## src/rtl/hang_guard_pkg.sv

```systemverilog
package hang_guard_pkg;

    typedef enum logic [2:0] {
        GS_WATCH   = 3'd0,
        GS_ABORT   = 3'd1,
        GS_RELEASE = 3'd2,
        GS_REINIT  = 3'd3,
        GS_BLANK   = 3'd4
    } guard_state_t;

    localparam int LINE_SCL  = 0;
    localparam int LINE_SDA  = 1;
    localparam int NUM_LINES = 2;

endpackage

```

## src/rtl/line_sync.sv

```systemverilog
module line_sync #(
    parameter int WIDTH = 2
) (
    input  logic             clk,
    input  logic             rst_n,
    input  logic [WIDTH-1:0] d_i,
    output logic [WIDTH-1:0] q_o
);
    logic [WIDTH-1:0] meta_q;
    logic [WIDTH-1:0] stable_q;

    // Lines idle high, so reset to the released level.
    always_ff @(posedge clk) begin
        if (!rst_n) begin
            meta_q   <= '1;
            stable_q <= '1;
        end else begin
            meta_q   <= d_i;
            stable_q <= meta_q;
        end
    end

    assign q_o = stable_q;
endmodule

```

## src/rtl/tick_prescaler.sv

```systemverilog
module tick_prescaler #(
    parameter int DIV = 50000
) (
    input  logic clk,
    input  logic rst_n,
    input  logic en_i,
    output logic tick_o
);
    localparam int CW = (DIV > 2) ? $clog2(DIV) : 1;
    localparam logic [CW-1:0] LAST = CW'(DIV - 1);

    logic [CW-1:0] cnt_q;

    always_ff @(posedge clk) begin
        if (!rst_n) begin
            cnt_q  <= '0;
            tick_o <= 1'b0;
        end else begin
            tick_o <= 1'b0;
            if (en_i) begin
                if (cnt_q == LAST) begin
                    cnt_q  <= '0;
                    tick_o <= 1'b1;
                end else begin
                    cnt_q <= cnt_q + 1'b1;
                end
            end
        end
    end

    AST_TICK_GATED: assert property (@(posedge clk) disable iff (!rst_n)
        tick_o |-> $past(en_i));
endmodule

```

## src/rtl/line_low_timer.sv

```systemverilog
module line_low_timer #(
    parameter int LIMIT = 35
) (
    input  logic clk,
    input  logic rst_n,
    input  logic line_i,
    input  logic tick_i,
    input  logic clr_i,
    output logic expired_o
);
    localparam int LW = $clog2(LIMIT + 2);
    localparam logic [LW-1:0] OVER = LW'(LIMIT + 1);

    logic [LW-1:0] cnt_q;

    // Counts ticks while the line is low; any high level restarts it.
    always_ff @(posedge clk) begin
        if (!rst_n) begin
            cnt_q <= '0;
        end else if (line_i || clr_i) begin
            cnt_q <= '0;
        end else if (tick_i && (cnt_q != OVER)) begin
            cnt_q <= cnt_q + 1'b1;
        end
    end

    assign expired_o = (cnt_q == OVER);

    AST_LOW_RESTART: assert property (@(posedge clk) disable iff (!rst_n)
        line_i |=> !expired_o);
endmodule

```

## src/rtl/idle_timer.sv

```systemverilog
module idle_timer #(
    parameter int LIMIT = 5000
) (
    input  logic clk,
    input  logic rst_n,
    input  logic act_i,
    input  logic tick_i,
    input  logic clr_i,
    output logic expired_o
);
    localparam int IW = $clog2(LIMIT + 1);
    localparam logic [IW-1:0] TOP = IW'(LIMIT);

    logic [IW-1:0] cnt_q;

    always_ff @(posedge clk) begin
        if (!rst_n) begin
            cnt_q <= '0;
        end else if (act_i || clr_i) begin
            cnt_q <= '0;
        end else if (tick_i && (cnt_q != TOP)) begin
            cnt_q <= cnt_q + 1'b1;
        end
    end

    assign expired_o = (cnt_q == TOP);

    AST_IDLE_RESTART: assert property (@(posedge clk) disable iff (!rst_n)
        act_i |=> !expired_o);
endmodule

```

## src/rtl/i2c_hang_guard.sv

```systemverilog
module i2c_hang_guard
    import hang_guard_pkg::*;
#(
    parameter int CLKS_PER_TICK    = 50000,
    parameter int LOW_LIMIT_TICKS  = 35,
    parameter int IDLE_LIMIT_TICKS = 5000,
    parameter int BLANK_CLKS       = 64
) (
    input  logic clk,
    input  logic rst_n,
    input  logic scl_raw,
    input  logic sda_raw,
    input  logic tick_en,
    input  logic bus_act,
    output logic abort_pulse,
    output logic bus_release,
    output logic reinit_pulse,
    output logic reinit_busy,
    output logic start_seen
);
    localparam int BW = (BLANK_CLKS > 2) ? $clog2(BLANK_CLKS) : 1;
    localparam logic [BW-1:0] BLANK_LAST = BW'(BLANK_CLKS - 1);

    logic [NUM_LINES-1:0] raw_lines;
    logic [NUM_LINES-1:0] line_s;
    logic [NUM_LINES-1:0] line_q;
    logic [NUM_LINES-1:0] low_exp;
    logic                 scl_s, sda_s;
    logic                 line_edge, activity, tick;
    logic                 low_any, idle_exp, low_clr, idle_clr;
    logic                 sda_fall_scl_high;
    logic [BW-1:0]        blank_cnt_q;
    guard_state_t         state_q, state_d;

    assign raw_lines[LINE_SCL] = scl_raw;
    assign raw_lines[LINE_SDA] = sda_raw;

    line_sync #(.WIDTH(NUM_LINES)) u_sync (
        .clk   (clk),
        .rst_n (rst_n),
        .d_i   (raw_lines),
        .q_o   (line_s)
    );

    always_ff @(posedge clk) begin
        if (!rst_n) line_q <= '1;
        else        line_q <= line_s;
    end

    assign scl_s     = line_s[LINE_SCL];
    assign sda_s     = line_s[LINE_SDA];
    assign line_edge = |(line_s ^ line_q);
    assign activity  = bus_act | line_edge;

    tick_prescaler #(.DIV(CLKS_PER_TICK)) u_tick (
        .clk    (clk),
        .rst_n  (rst_n),
        .en_i   (tick_en),
        .tick_o (tick)
    );

    // One low-time counter per bus line.
    for (genvar g = 0; g < NUM_LINES; g++) begin : g_low
        line_low_timer #(.LIMIT(LOW_LIMIT_TICKS)) u_low (
            .clk       (clk),
            .rst_n     (rst_n),
            .line_i    (line_s[g]),
            .tick_i    (tick),
            .clr_i     (low_clr),
            .expired_o (low_exp[g])
        );
    end

    assign low_any = |low_exp;

    idle_timer #(.LIMIT(IDLE_LIMIT_TICKS)) u_idle (
        .clk       (clk),
        .rst_n     (rst_n),
        .act_i     (activity),
        .tick_i    (tick),
        .clr_i     (idle_clr),
        .expired_o (idle_exp)
    );

    // State register
    always_ff @(posedge clk) begin
        if (!rst_n) state_q <= GS_WATCH;
        else        state_q <= state_d;
    end

    // Blanking window length
    always_ff @(posedge clk) begin
        if (!rst_n)                  blank_cnt_q <= '0;
        else if (state_q == GS_BLANK) blank_cnt_q <= blank_cnt_q + 1'b1;
        else                         blank_cnt_q <= '0;
    end

    // Next-state logic
    always_comb begin
        state_d = state_q;
        unique case (state_q)
            GS_WATCH: begin
                if (low_any)       state_d = GS_ABORT;
                else if (idle_exp) state_d = GS_REINIT;
            end
            GS_ABORT:   state_d = GS_RELEASE;
            GS_RELEASE: if (scl_s && sda_s) state_d = GS_WATCH;
            GS_REINIT:  state_d = GS_BLANK;
            GS_BLANK: begin
                if (low_any)                         state_d = GS_ABORT;
                else if (blank_cnt_q == BLANK_LAST) state_d = GS_WATCH;
            end
            default:    state_d = GS_WATCH;
        endcase
    end

    // Outputs decoded from the state register
    always_comb begin
        abort_pulse  = 1'b0;
        bus_release  = 1'b0;
        reinit_pulse = 1'b0;
        reinit_busy  = 1'b0;
        low_clr      = 1'b0;
        idle_clr     = 1'b0;
        unique case (state_q)
            GS_WATCH: ;
            GS_ABORT: begin
                abort_pulse = 1'b1;
                bus_release = 1'b1;
                low_clr     = 1'b1;
            end
            GS_RELEASE: begin
                bus_release = 1'b1;
                low_clr     = 1'b1;
            end
            GS_REINIT: begin
                reinit_pulse = 1'b1;
                reinit_busy  = 1'b1;
                idle_clr     = 1'b1;
            end
            GS_BLANK:   reinit_busy = 1'b1;
            default: ;
        endcase
    end

    assign sda_fall_scl_high = line_q[LINE_SDA] && !sda_s && line_q[LINE_SCL] && scl_s;
    assign start_seen        = sda_fall_scl_high && !reinit_busy;

    AST_ABORT_SINGLE: assert property (@(posedge clk) disable iff (!rst_n)
        abort_pulse |=> !abort_pulse);
    AST_RELEASE_AT_ABORT: assert property (@(posedge clk) disable iff (!rst_n)
        abort_pulse |-> bus_release);
    AST_RELEASE_HELD: assert property (@(posedge clk) disable iff (!rst_n)
        (bus_release && !(scl_s && sda_s)) |=> bus_release);
    AST_REINIT_THEN_BUSY: assert property (@(posedge clk) disable iff (!rst_n)
        reinit_pulse |=> (reinit_busy && !reinit_pulse));
    AST_REINIT_SINGLE: assert property (@(posedge clk) disable iff (!rst_n)
        $onehot0({reinit_pulse, abort_pulse}));
endmodule

```

## config.mk

```make
export PLATFORM = sky130hd
export DESIGN_NAME = i2c_hang_guard
export DESIGN_NICKNAME = d
export VERILOG_FILES = /design/src/rtl/hang_guard_pkg.sv /design/src/rtl/line_sync.sv /design/src/rtl/tick_prescaler.sv /design/src/rtl/line_low_timer.sv /design/src/rtl/idle_timer.sv /design/src/rtl/i2c_hang_guard.sv
export SDC_FILE = /design/constraint.sdc
export NUM_CORES = 1
export LEC_CHECK = 0
export CORE_MARGIN = 5
export CORE_UTILIZATION = 39
export DETAILED_ROUTE_END_ITERATION = 12
export SYNTH_ARGS = -nofsm -noshare
export SYNTH_HDL_FRONTEND = slang
export SYNTH_HIERARCHICAL = 1
export SYNTH_SLANG_ARGS = --single-unit
export TNS_END_PERCENT = 50
```

## constraint.sdc

```tcl
create_clock -name clk -period 2.9 [get_ports clk]
set_input_delay 0.58 -clock clk [delete_from_list [all_inputs] [get_ports clk]]
set_output_delay 0.58 -clock clk [all_outputs]
set_load 0.02 [all_outputs]
```

==> out/metrics.csv <==
metric;value;unit
GR Overflow Total;0;
VDD IR-drop max;227;uV
I/O pins;11;
Routed WL;4960;um
Post-DP HPWL;3540;um
CP endpoint kind;primary output;
status;finished clean;
TritonCTS Buffers;9;
die footprint;8640;um2
CTS root buffer;clkbuf_8;
relative slew slack;66.6;%
Die Span Y;92.9;um
CTS tree;built;
Inst Count DP;391;
gpl congestion;0.740;
EDFF count, synth;0;
post-CTS sizing;0;
Worst Path Max Fanout;7;
worst slew pin tran;0.500;ns
drt drc;0;
leading cell type in the layout, fill and taps excluded;dfxtp_1;
worst skew pair latency;0.33;ns
Mapped Avg Cell Area;8.91;um2
first-pass GRT wire length;8760;um
Post-Layout Cell Count;407;
PwrDens;497;nW/um2
Post-Place Setup Slack;0.535;ns
vias;2037;
leakage;1.06;nW
drt first pass iters;4;
Final Skew;0.00372;ns
number of setup buffers added after CTS;0;
vias in the first global route;1944;
Layout fillers;676;
clk slew on worst S/H paths;0.06;ns
TNS Setup;0;ns
fmax;0.401;GHz
n_diodes;0;
initial antenna violation count;0;
core area;6760;um2
# hold bufs at CTS;0;
r2r setup slk;0.98;ns
max_cap viols;0;
initial core utilization;39.7;%
ANT nets after route;0;
cells on worst reg2reg path;5;
H-tree depth;3;
Port Buffers;10;
reg-to-reg critical path startpoint;u_idle/cnt_q[5]$_SDFFE_PP0P_;
post-route setup slack;0.406;ns
vias per cell;5.00;
Hold Crit Depth;1;
DP Area;2890;um2
final hold viol count;0;
part of the cycle the worst path needs;86.0;%
reg2reg end;state_q[1]$_SDFFE_PN0P_;
die width;92.9;um
CP Launch Type;flip-flop;
synth unique cells;46;
Max Root-Sink Buffers;2;
#FFs+latches synth;57;
Worst EP required;2.32;ns
# setup viols final;0;
min Tclk post-route;2.49;ns
Initial DRC Count;56;
HP Start;u_sync/meta_q[1]$_SDFF_PN1_;
WP data arrival;1.91;ns
RSZ-0062 raised after global routing;false;
ys flop type;dfxtp_1;
CTS sink count;57;
nets@finish;337;
fraction of layout cells with a size suffix above 1;10.7;%
hold crit path type;reg -> reg;
Worst Hold End;u_sync/q_o[1]$_SDFF_PN1_;
Async SR Flop Fraction;0;%
most frequent cells in the layout;dfxtp_1, nor2_1, nand2_1, nand3_1, xnor2_1;
Yosys Warn Count;6;
Cells after Synth;301;
Slew Viols, Final;0;
sequential fraction of the synthesis area;42.5;%
per-cell routed wire length;12.2;um
final design instance area without fill;3090;um2
all-layer global routing usage;12.9;%
WS Path Type;reg -> out;
cell area after synthesis;2680;um2
Syn Nets;316;
pin count of the biggest net entering global routing;17;
FP Rows;30;
P&R area growth vs syn;15.0;%
==> where the power goes <==
group          switching, mW  total (mW)  leakage, nW  internal (mW)
Sequential           0.00606       0.795        0.461          0.789
Combinational         0.0220      0.0412        0.502         0.0192
Clock                  0.297       0.698        0.102          0.401
==> cells by family (layout without fill, tap and decap cells) <==
group / Yosys count / count (layout) / synth area share (%)
fa+ha+maj: 9 / 9 / 4.20
simple gates: 155 / 155 / 31.7
buf+inv: 14 / 40 / 2.01
xor+xnor: 30 / 30 / 9.79
flops: 57 / 57 / 42.5
mux: 5 / 5 / 1.87
compound gates: 31 / 31 / 7.93
==> state kept, by name, indices dropped and copies added, names as in the netlist <==
name and cells:
state_q 3, u_idle/cnt_q 13, blank_cnt_q 6, g_low.u_low/cnt_q 12
u_sync/q_o 2, u_tick/tick_o 1, u_sync/meta_q 2, line_q 2
u_tick/cnt_q 16
==> routing by layer <==
metal | GRT usage [%] | up-vias | wire, um
met5 | 0 | - | 0
met4 | 6.72 | 0 | 45
met3 | 4.79 | 4 | 173
met2 | 20.2 | 22 | 2330
met1 | 15.4 | 923 | 2410
li1 | - | 1088 | -
==> cells in the mapped netlist, drive strengths merged, types with 6 or more instances <==
master | number | area share, %
a21oi | 13 | 2.6
dfxtp | 57 | 43
ha | 9 | 4.2
inv | 11 | 1.5
nand2 | 32 | 4.5
nand2b | 6 | 1.4
nand3 | 21 | 4.1
nand4 | 11 | 4.1
nor2 | 43 | 6.2
nor3 | 9 | 1.7
o21ai | 6 | 1.1
xnor2 | 18 | 5.9
xor2 | 12 | 3.9
==> worst max-delay path by stage <==
stage / start / end / slack [ns]
after global routing: state_q[0]$_SDFFE_PN0P_ / bus_release / 0.25
after global placement: tick_en / u_tick/cnt_q[15]$_SDFFE_PN0P_ / 0.55
after CTS: u_sync/q_o[1]$_SDFF_PN1_ / start_seen / 0.36
final: state_q[0]$_SDFFE_PN0P_ / bus_release / 0.41
after detailed placement: tick_en / u_tick/cnt_q[15]$_SDFFE_PN0P_ / 0.54
after floorplan: u_sync/q_o[1]$_SDFF_PN1_ / start_seen / 1.19
==> cell type report <==
class                   instances  area [um2]  share of cell area [%]
flip-flops and latches         57        1140                    37.0
inverters                      11        41.3                    1.34
repair buffers                 13         123                    3.97
clock buffers                  14         183                    5.92
multi-input cells             230        1490                    48.2
clock inverters                 2        10.0                   0.324
well taps                      80         100                    3.24
==> worst max-delay path, stage by stage, from the launching register on <==
cell             delay (ns)
dfxtp_1                0.46
xnor2_1                0.09
nor2_1                 0.34
clkdlybuf4s50_1        0.69
==> per-stage QoR <==
step / hold WS, ns / total power [mW] / utilization [%]
floorplan: 0.386 / 0.834 / -
global placement: 0.391 / 0.854 / 42.8
detailed placement: 0.392 / 0.855 / 42.8
CTS: 0.407 / 1.57 / 45.7
global route: 0.430 / 1.61 / 45.7
finish: 0.409 / 1.53 / 45.7
Power figures use the tool's default switching activity.
